**config.mk**
```make
export PLATFORM = sky130hd
export DESIGN_NAME = sdp_seq
export DESIGN_NICKNAME = d
export VERILOG_FILES = /design/src/rtl/sdp_pkg.sv /design/src/rtl/sdp_cmd_match.sv /design/src/rtl/sdp_timer.sv /design/src/rtl/sdp_seq.sv
export SDC_FILE = /design/constraint.sdc
export NUM_CORES = 1
export LEC_CHECK = 0
export BUFFER_PORTS_ARGS = -buffer_cell sky130_fd_sc_hd__clkbuf_2
export CORE_MARGIN = 2
export CORE_UTILIZATION = 42
export CTS_BUF_LIST = sky130_fd_sc_hd__clkbuf_8
export CTS_CLUSTER_SIZE = 24
export DETAILED_ROUTE_END_ITERATION = 8
export GPL_TIMING_DRIVEN = 1
export HOLD_SLACK_MARGIN = 0.05
export PLACE_DENSITY_LB_ADDON = 0.3
export SLEW_MARGIN = 20
export SYNTH_ARGS = -nofsm -noshare
export SYNTH_HDL_FRONTEND = slang
export SYNTH_SLANG_ARGS = --single-unit
```
**constraint.sdc**
```tcl
create_clock -name clk -period 2.6 [get_ports clk]
set_input_delay 0.26 -clock clk [delete_from_list [all_inputs] [get_ports clk]]
set_output_delay 0.26 -clock clk [all_outputs]
set_load 0.03 [all_outputs]
```
**src/rtl/sdp_pkg.sv**
```systemverilog
package sdp_pkg;
  typedef enum logic [1:0] {
    ST_IDLE,   // no command in progress
    ST_SEQ,    // part of a command sequence matched
    ST_OPEN,   // open sequence done, page load in progress
    ST_ARM     // programming period before protection takes hold
  } sdp_st_e;

  localparam int unsigned SEQ_STEPS = 6;
  localparam int unsigned STEP_W    = 3;
endpackage

```
**src/rtl/sdp_cmd_match.sv**
```systemverilog
module sdp_cmd_match
  import sdp_pkg::*;
#(
  parameter int unsigned AW = 15,
  parameter int unsigned DW = 8,
  parameter logic [AW-1:0] ADDR_A    = 'h5555,
  parameter logic [AW-1:0] ADDR_B    = 'h2AAA,
  parameter logic [DW-1:0] D_LEAD    = 'hAA,
  parameter logic [DW-1:0] D_FOLLOW  = 'h55,
  parameter logic [DW-1:0] D_ENABLE  = 'hA0,
  parameter logic [DW-1:0] D_DISARM  = 'h80,
  parameter logic [DW-1:0] D_DISABLE = 'h20
) (
  input  logic [STEP_W-1:0] step,
  input  logic [AW-1:0]     addr,
  input  logic [DW-1:0]     data,
  output logic              adv,
  output logic              ena_hit,
  output logic              dis_hit
);
  function automatic logic [AW-1:0] exp_addr(int i);
    return (i == 1 || i == 4) ? ADDR_B : ADDR_A;
  endfunction

  function automatic logic [DW-1:0] exp_data(int i);
    case (i)
      0, 3:    return D_LEAD;
      1, 4:    return D_FOLLOW;
      2:       return D_DISARM;
      default: return D_DISABLE;
    endcase
  endfunction

  logic [7:0] hit;

  for (genvar g = 0; g < 8; g++) begin : g_step
    if (g < SEQ_STEPS) begin : g_real
      localparam logic [AW-1:0] EA = exp_addr(g);
      localparam logic [DW-1:0] ED = exp_data(g);
      assign hit[g] = (addr == EA) && (data == ED);
    end else begin : g_pad
      assign hit[g] = 1'b0;
    end
  end

  assign adv     = hit[step];
  assign ena_hit = (step == STEP_W'(2)) && (addr == ADDR_A) && (data == D_ENABLE);
  assign dis_hit = (step == STEP_W'(SEQ_STEPS - 1)) && hit[SEQ_STEPS-1];
endmodule

```
**src/rtl/sdp_timer.sv**
```systemverilog
module sdp_timer #(
  parameter int unsigned TW = 8
) (
  input  logic          clk,
  input  logic          rst,
  input  logic          load,
  input  logic [TW-1:0] load_val,
  output logic          done
);
  logic [TW-1:0] cnt_q;

  always_ff @(posedge clk) begin
    if (rst) begin
      cnt_q <= '0;
    end else if (load) begin
      cnt_q <= load_val;
    end else if (cnt_q != '0) begin
      cnt_q <= cnt_q - 1'b1;
    end
  end

  assign done = (cnt_q == TW'(1));
endmodule

```
**src/rtl/sdp_seq.sv**
```systemverilog
module sdp_seq
  import sdp_pkg::*;
#(
  parameter int unsigned AW = 15,
  parameter int unsigned DW = 8,
  parameter logic [AW-1:0] ADDR_A    = 'h5555,
  parameter logic [AW-1:0] ADDR_B    = 'h2AAA,
  parameter logic [DW-1:0] D_LEAD    = 'hAA,
  parameter logic [DW-1:0] D_FOLLOW  = 'h55,
  parameter logic [DW-1:0] D_ENABLE  = 'hA0,
  parameter logic [DW-1:0] D_DISARM  = 'h80,
  parameter logic [DW-1:0] D_DISABLE = 'h20,
  parameter int unsigned WIN_CYC  = 18750,
  parameter int unsigned PROG_CYC = 1250000
) (
  input  logic          clk,
  input  logic          rst,
  input  logic          nv_prot,
  input  logic          wr_evt,
  input  logic [AW-1:0] wr_addr,
  input  logic [DW-1:0] wr_data,
  output logic          prot_on,
  output logic          wr_permit,
  output logic          dummy_prog
);
  localparam int unsigned MAXC = (WIN_CYC > PROG_CYC) ? WIN_CYC : PROG_CYC;
  localparam int unsigned TW   = $clog2(MAXC + 1);

  sdp_st_e           st_q, st_n;
  logic [STEP_W-1:0] step_q, step_n;
  logic              prot_q, prot_n;
  logic              perm_q, perm_n;
  logic              dum_q, dum_n;
  logic              adv, ena_hit, dis_hit;
  logic              tmr_load, tmr_done;
  logic [TW-1:0]     tmr_val;

  sdp_cmd_match #(
    .AW(AW), .DW(DW), .ADDR_A(ADDR_A), .ADDR_B(ADDR_B),
    .D_LEAD(D_LEAD), .D_FOLLOW(D_FOLLOW), .D_ENABLE(D_ENABLE),
    .D_DISARM(D_DISARM), .D_DISABLE(D_DISABLE)
  ) u_match (
    .step    (step_q),
    .addr    (wr_addr),
    .data    (wr_data),
    .adv     (adv),
    .ena_hit (ena_hit),
    .dis_hit (dis_hit)
  );

  sdp_timer #(.TW(TW)) u_tmr (
    .clk      (clk),
    .rst      (rst),
    .load     (tmr_load),
    .load_val (tmr_val),
    .done     (tmr_done)
  );

  always_comb begin
    st_n     = st_q;
    step_n   = step_q;
    prot_n   = prot_q;
    perm_n   = 1'b0;
    dum_n    = 1'b0;
    tmr_load = 1'b0;
    tmr_val  = TW'(WIN_CYC);
    if (st_q == ST_ARM) begin
      // writes are dropped while the arming period runs
      if (tmr_done) begin
        prot_n = 1'b1;
        st_n   = ST_IDLE;
      end
    end else if (wr_evt) begin
      if (st_q == ST_OPEN) begin
        perm_n   = 1'b1;
        tmr_load = 1'b1;
      end else if (ena_hit) begin
        st_n     = ST_OPEN;
        step_n   = '0;
        tmr_load = 1'b1;
      end else if (dis_hit) begin
        prot_n = 1'b0;
        st_n   = ST_IDLE;
        step_n = '0;
      end else if (adv) begin
        st_n     = ST_SEQ;
        step_n   = step_q + 1'b1;
        tmr_load = 1'b1;
      end else begin
        st_n   = ST_IDLE;
        step_n = '0;
        if (prot_q) dum_n = 1'b1;
        else        perm_n = 1'b1;
      end
    end else if (tmr_done) begin
      if (st_q == ST_SEQ) begin
        st_n   = ST_IDLE;
        step_n = '0;
      end else if (st_q == ST_OPEN) begin
        if (prot_q) begin
          st_n = ST_IDLE;
        end else begin
          st_n     = ST_ARM;
          tmr_load = 1'b1;
          tmr_val  = TW'(PROG_CYC);
        end
      end
    end
  end

  always_ff @(posedge clk) begin
    if (rst) begin
      st_q   <= ST_IDLE;
      step_q <= '0;
      prot_q <= nv_prot;
      perm_q <= 1'b0;
      dum_q  <= 1'b0;
    end else begin
      st_q   <= st_n;
      step_q <= step_n;
      prot_q <= prot_n;
      perm_q <= perm_n;
      dum_q  <= dum_n;
    end
  end

  assign prot_on    = prot_q;
  assign wr_permit  = perm_q;
  assign dummy_prog = dum_q;
endmodule

```
# [Yosys cells after proc, flatten, opt, wreduce, memory -nomap -nowiden]
# Cells that the tools add are included.
[op_classes] n_mul=0 div_mod_pow=0 bitwise=2 order_cmp=1 addsub=2 n_mux=50 reduce_logical=19 eq_ne=19 n_shift=0
[op_table] cell="$mux 21" count=8
[op_table] cell="$mux 1" count=25
[op_table] cell="$eq 8x8->1 const B" count=3
[op_table] cell="$eq 21x1->1 const B" count=1
[op_table] cell="$mux 3" count=7
[op_table] cell="$reduce_bool 21->1" count=1
[op_table] cell="$sub 21x1->21 const B" count=1
[op_table] cell="$mux 2" count=9
[op_table] cell="$eq 15x14->1 const B" count=1
[op_table] cell="$eq 15x15->1 const B" count=1
[op_table] cell="$ne 3x3->1 const B" count=3
[op_table] cell="$eq 8x6->1 const B" count=1
[op_table] cell="$eq 8x7->1 const B" count=1
[op_table] cell="$reduce_and 4->1" count=2
[op_table] cell="$logic_and 1x1->1" count=7
[op_table] cell="$reduce_or 7->1" count=1
[op_table] cell="$reduce_bool 2->1" count=3
[op_table] cell="$reduce_bool 3->1" count=2
[op_table] cell="$reduce_and 5->1" count=1
[op_table] cell="$eq 2x2->1 const B" count=2
[op_table] cell="$lt 3x4->1 const B" count=1
[op_table] cell="$ne 2x2->1 const B" count=2
[op_table] cell="$reduce_bool 4->1" count=1
[op_table] cell="$add 3x1->3 const B" count=1
[op_table] cell="7 further kinds" count=8
[word_totals] romBits=0 mem_count=0 ram_bits=0 elab_cells=99 input_bits=27 latchBits=0 reg_bits=29

# [Depth between registers and ports, before layout]
[depth] word_depth=11 mapped_depth=10

# [Cells and area by module]
# From an unflattened synthesis, not the netlist that was laid out.
[hier_totals] hier_cells=246 area_unflattened_um2=2029.4
[by_module_without_submodules] module="sdp_timer" cells_each=143 n_inst=1 area_per_inst_um2=1239.9
[by_module_without_submodules] module="sdp_seq" cells_each=71 n_inst=1 area_per_inst_um2=569.3
[by_module_without_submodules] module="sdp_cmd_match" cells_each=32 n_inst=1 area_per_inst_um2=220.2

# [Least setup slack after synthesis]
# No wires, ideal clock.
[synth_path] path_type="input to register" from="input wr_addr[1]" to="register u_tmr.cnt_q[11]" t_arrival_ns=2.021 path_stages=7 slack_ns=0.509 n_path_buf=0 setup_ns=0.070 cell_sequence="or4b_4 nor4_4 o2bb2ai_1 o311a_2 o21ai_2 or3b_4 o21ai_2"
[synth_via] elab_chain_len=11 word_cells_on_any_way=19
[synth_rtl] element="start, declared" line="sdp_seq.sv:20" rtl="input logic [AW-1:0] wr_addr,"
[synth_rtl] element="$eq 15x15->1 / $eq 15x14->1 (equally long branches)" line="sdp_cmd_match.sv:40, sdp_cmd_match.sv:47"
[synth_rtl] element="$logic_and 1x1->1" line="sdp_cmd_match.sv:40" rtl="assign hit[g] = (addr == EA) && (data == ED);"
[synth_rtl] element="$bmux 1 s3" line="sdp_cmd_match.sv:46" rtl="assign adv = hit[step];"
[synth_rtl] element="$mux 1 (not written as such)" line="sdp_cmd_match.sv:46"
[synth_rtl] element="$mux 1" line="sdp_seq.sv:85" rtl="end else if (adv) begin"
[synth_rtl] element="$mux 1" line="sdp_seq.sv:81" rtl="end else if (dis_hit) begin"
[synth_rtl] element="$mux 1 *" line="sdp_seq.sv:77" rtl="end else if (ena_hit) begin"
[synth_rtl] element="$mux 1 *" line="sdp_seq.sv:74" rtl="if (st_q == ST_OPEN) begin"
[synth_rtl] element="$mux 1 *" line="sdp_seq.sv:73" rtl="end else if (wr_evt) begin"
[synth_rtl] element="$mux 1 *" line="sdp_seq.sv:67" rtl="if (st_q == ST_ARM) begin"
[synth_rtl] element="$mux 21 / $reduce_bool 2->1 (equally long branches)"
[synth_rtl] element="end signal, assigned" line="sdp_timer.sv:16" rtl="cnt_q <= load_val;"
[synth_rtl] element="end signal, assigned" line="sdp_timer.sv:18" rtl="cnt_q <= cnt_q - 1'b1;"
[synth_rtl] element="end, declared" line="sdp_timer.sv:10" rtl="logic [TW-1:0] cnt_q;"
# Every way passes the cells marked *; elsewhere a longest branch is shown, timed or not. The select of a mux whose other input is x is not followed.
# A chain may end at the register's enable or synchronous reset.

# [Final worst setup path]
[layout_path] from="register u_tmr.cnt_q[14]" to="register u_tmr.cnt_q[11]"
[layout_via] elab_chain_len=5 word_cells_on_any_way=10
[layout_rtl] element="$eq 21x1->1" line="sdp_timer.sv:22" rtl="assign done = (cnt_q == TW'(1));"
[layout_rtl] element="$mux 21 / $mux 1 (equally long branches)" line="sdp_seq.sv:95" rtl="end else if (tmr_done) begin"
[layout_rtl] element="$mux 21 / $mux 1 (equally long branches)" line="sdp_seq.sv:73"
[layout_rtl] element="$mux 21 / $mux 1 (equally long branches)" line="sdp_seq.sv:67"
[layout_rtl] element="$mux 21 / $reduce_bool 2->1 (equally long branches)"
# Parallel ways exist; a longest one is shown, timed or not.

==> flow_metrics.py <==
metrics = {
    "route": {
        "number_of_detailed_routing_iterations_run_before_antenna_repair": 4,
        "post_drt_via_cell_ratio": 5.17,
        "wl_um": 3930,
        "detailroute.via_count": 1604,
        "drt-wirelength-per-cell_um": 12.7,
        "antenna_left": 0,
        "drc": 0,
        "first_iter_violations": 72,
    },
    "power": {
        "irDropWorstVdd_mv": 0.410,
        "powerDensity_nw_per_um2": 749,
        "static-leakage-power_nw": 0.936,
    },
    "yosys": {
        "ys_seq_elements": 29,
        "synth_net_count": 257,
        "synth-edff-count": 1,
        "mappedNetlistArea_um2": 1850,
        "asyncSetResetFlopFracSynth_pct": 0,
        "post_synth.cell_area_avg_um2": 8.35,
        "ys_dominant_reg_cell": "sky130_fd_sc_hd__dfxtp_1",
        "synth_seq_area_share_pct": 32.0,
        "synth.top_cell.area_share_pct": 30.4,
        "netlist.top_cell.by_area": "sky130_fd_sc_hd__dfxtp_1",
        "synth_top_cells_by_area": "sky130_fd_sc_hd__dfxtp_1 30%, sky130_fd_sc_hd__ha_1 6.1%, sky130_fd_sc_hd__xnor2_1 5.2%",
        "ys_types": 48,
        "syn-instance-count": 221,
        "yosys_warnings": 0,
        "synth.top_cells.by_count": "28 x sky130_fd_sc_hd__dfxtp_1, 25 x sky130_fd_sc_hd__nand2_1, 25 x sky130_fd_sc_hd__nor2_1",
        "yosysMostFrequentCell": "sky130_fd_sc_hd__dfxtp_1",
    },
    "worst_setup_path": {
        "critical_path.slowest_cell": "sky130_fd_sc_hd__or4_1",
        "critPathMaxStageDelay_ns": 0.59,
        "required_ns": 2.82,
        "worst-path-buf-inv": 0,
        "endpoint_kind": "register",
        "timing.critical_path.arrival_ns": 2.51,
        "critical_path.startpoint_type": "register",
        "startpoint_to_endpoint_class_of_the_critical_path": "reg2reg",
        "critical-path-top-delay-family": "simple AND/OR/NAND/NOR gates",
        "ordered_list_of_cells_on_the_worst_path": "or4_1, nor2_1, a41oi_1, nor2_4, o21ai_2, or3b_4, o21ai_2",
        "crit_path_frequent_cell": "sky130_fd_sc_hd__o21ai_2",
        "critPathMaxFanout": 8,
    },
    "cts": {
        "clock_tree.htree_level_count": 2,
        "ctsHoldBuffers": 0,
        "post_cts_setup_buffers": 0,
        "cts_tree": "built",
        "clock_latency_ns": 0.29,
        "cts_buffer_depth": 2,
        "numClockSinks": 29,
        "cts.repair.resized": 0,
        "cts-buffers-inserted": 5,
        "clock_tree.root_cell": "sky130_fd_sc_hd__clkbuf_8",
        "clk_pin_slew_ns": 0.06,
    },
    "finish": {
        "fillCellCount": 421,
        "finalInstanceArea_um2": 2180,
        "area_delta_synth_final_pct": 18.1,
        "finalNetCount": 293,
        "diodes_inserted": 0,
        "layout-drive-gt1-share_pct": 21.3,
    },
    "global_routing": {
        "global_route.usage.met2_pct": 28.3,
        "globalRouteOverflowTotal": 0,
        "grt_start_max_net_pins": 16,
        "grt_antenna_before_repair": 0,
        "busiest_layer": "met2",
        "global_route_usage_over_all_layers_pct": 17.6,
        "global_route.usage.met3_pct": 4.47,
        "grt_use_met1_pct": 22.2,
        "grt_first_pass_wirelength_um": 6960,
        "vias_in_the_first_global_route": 1520,
    },
    "sta": {
        "grt_setup_unrepaired": "no",
        "drv_slew": 0,
        "skew_ns": 0.00405,
        "final-setup-viol-count": 0,
        "tightest_slew_ns": 0.518,
        "timing.hold.ws_ns": 0.260,
        "fin_crit_sh_pct": 88.2,
        "worst_slew_margin_rel_pct": 65.2,
        "final.setup.tns_ns": 0,
        "final_period_minus_worst_setup_slack_ns": 2.29,
        "fmaxAchievable_ghz": 0.436,
        "timing_hold_violations_final": 0,
    },
    "die": {
        "die_y_um": 70.3,
        "row_count": 24,
        "fp.dieW_um": 70.3,
        "pin_count": 30,
        "design.die.area_um2": 4940,
        "initial_core_util_pct": 43.0,
        "floorplan.core_area_um2": 4290,
    },
    "place": {
        "dpl_cell_area_um2": 2060,
        "portBuffers": 29,
        "gp_congestion": 0.811,
        "hpwl_um": 3090,
    },
    "job": {
        "max_cap_viol_count": 0,
    },
    "run_status": {
        "status": "completed",
    },
    "worst_hold_path": {
        "worst_hold_path_type": "in2reg",
    },
}
[report_power, final]
group | total, mW | internal [mW] | switching (mW) | leakage [nW]
clock network | 0.479 | 0.308 | 0.171 | 0.0626
logic | 0.549 | 0.247 | 0.301 | 0.634
registers | 0.604 | 0.525 | 0.0787 | 0.239
[worst register-to-register path: stages, from the launching register on]
cell and delay [ns]:
sky130_fd_sc_hd__dfxtp_1 0.34, sky130_fd_sc_hd__or4_1 0.59, sky130_fd_sc_hd__nor2_1 0.29, sky130_fd_sc_hd__a41oi_1 0.22, sky130_fd_sc_hd__nor2_4 0.12, sky130_fd_sc_hd__o21ai_2 0.12, sky130_fd_sc_hd__or3b_4 0.47, sky130_fd_sc_hd__o21ai_2 0.08
[metal layers]
metal / routed length, um / part of all wire [%]
met4: 69 / 1.8
met5: 0 / 0
met3: 157 / 4.0
met2: 1850 / 47
met1: 1850 / 47
[final cells by class]
cell class / count / area [um^2] / area share (%)
well taps: 52 / 65.1 / 2.99
clock inverters: 2 / 33.8 / 1.55
multi-input cells: 178 / 1190 / 54.8
inverters: 10 / 37.5 / 1.72
flip-flops and latches: 29 / 591 / 27.1
repair buffers: 33 / 175 / 8.04
clock buffers: 6 / 82.6 / 3.79
[flip-flops by register name, summed over array words and instances (netlist names)]
signal	count
prot_on	1
step_q	3
wr_permit	1
st_q	2
u_tmr.cnt_q	21
dummy_prog	1
[cell families after synthesis]
logic type	count (synthesis)	share of synthesized area [%]
AOI/OAI and AO/OA	40	14.9
DFF	29	32.0
xor gates and xnor gates	20	9.49
and+or+nand+nor	109	34.2
adders and majority gates	9	6.10
buffers and inverters	14	3.25
[placed cells by master, fill, tap and decap left out, types with 4 or more instances in the layout]
cell	n
sky130_fd_sc_hd__a21oi_1	14
sky130_fd_sc_hd__inv_1	11
sky130_fd_sc_hd__and2_1	4
sky130_fd_sc_hd__nor4_1	6
sky130_fd_sc_hd__o21ai_0	4
sky130_fd_sc_hd__o21ai_2	8
sky130_fd_sc_hd__dfxtp_1	28
sky130_fd_sc_hd__buf_4	4
sky130_fd_sc_hd__nand3_1	6
sky130_fd_sc_hd__nand2_1	25
sky130_fd_sc_hd__ha_1	9
sky130_fd_sc_hd__clkbuf_8	6
sky130_fd_sc_hd__nor3_1	5
sky130_fd_sc_hd__nor2_1	25
sky130_fd_sc_hd__xnor2_1	11
sky130_fd_sc_hd__clkbuf_2	29
sky130_fd_sc_hd__xor2_1	9
[final timing paths]
check,start,to,slack [ns],depth (start not counted)
worst max register to register,u_tmr.cnt_q[14],u_tmr.cnt_q[11],0.31,7
worst min-delay path,nv_prot,prot_on,0.26,3
worst max-delay path,u_tmr.cnt_q[14],u_tmr.cnt_q[11],0.31,7
worst min register to register,st_q[0],st_q[0],0.49,2
[through the flow]
stage                     utilization (%)  cells  total power, mW  setup WS (ns)
after detailed placement             48.0    302             1.16          0.190
after global placement               48.0    302             1.15          0.239
after CTS                            50.8    310             1.65          0.299
after global routing                 50.8    310             1.76          0.134
after floorplan                         -    221             1.03          0.509
final                                50.8    310             1.63          0.307
Note: power is estimated with default switching activity, not from simulation.
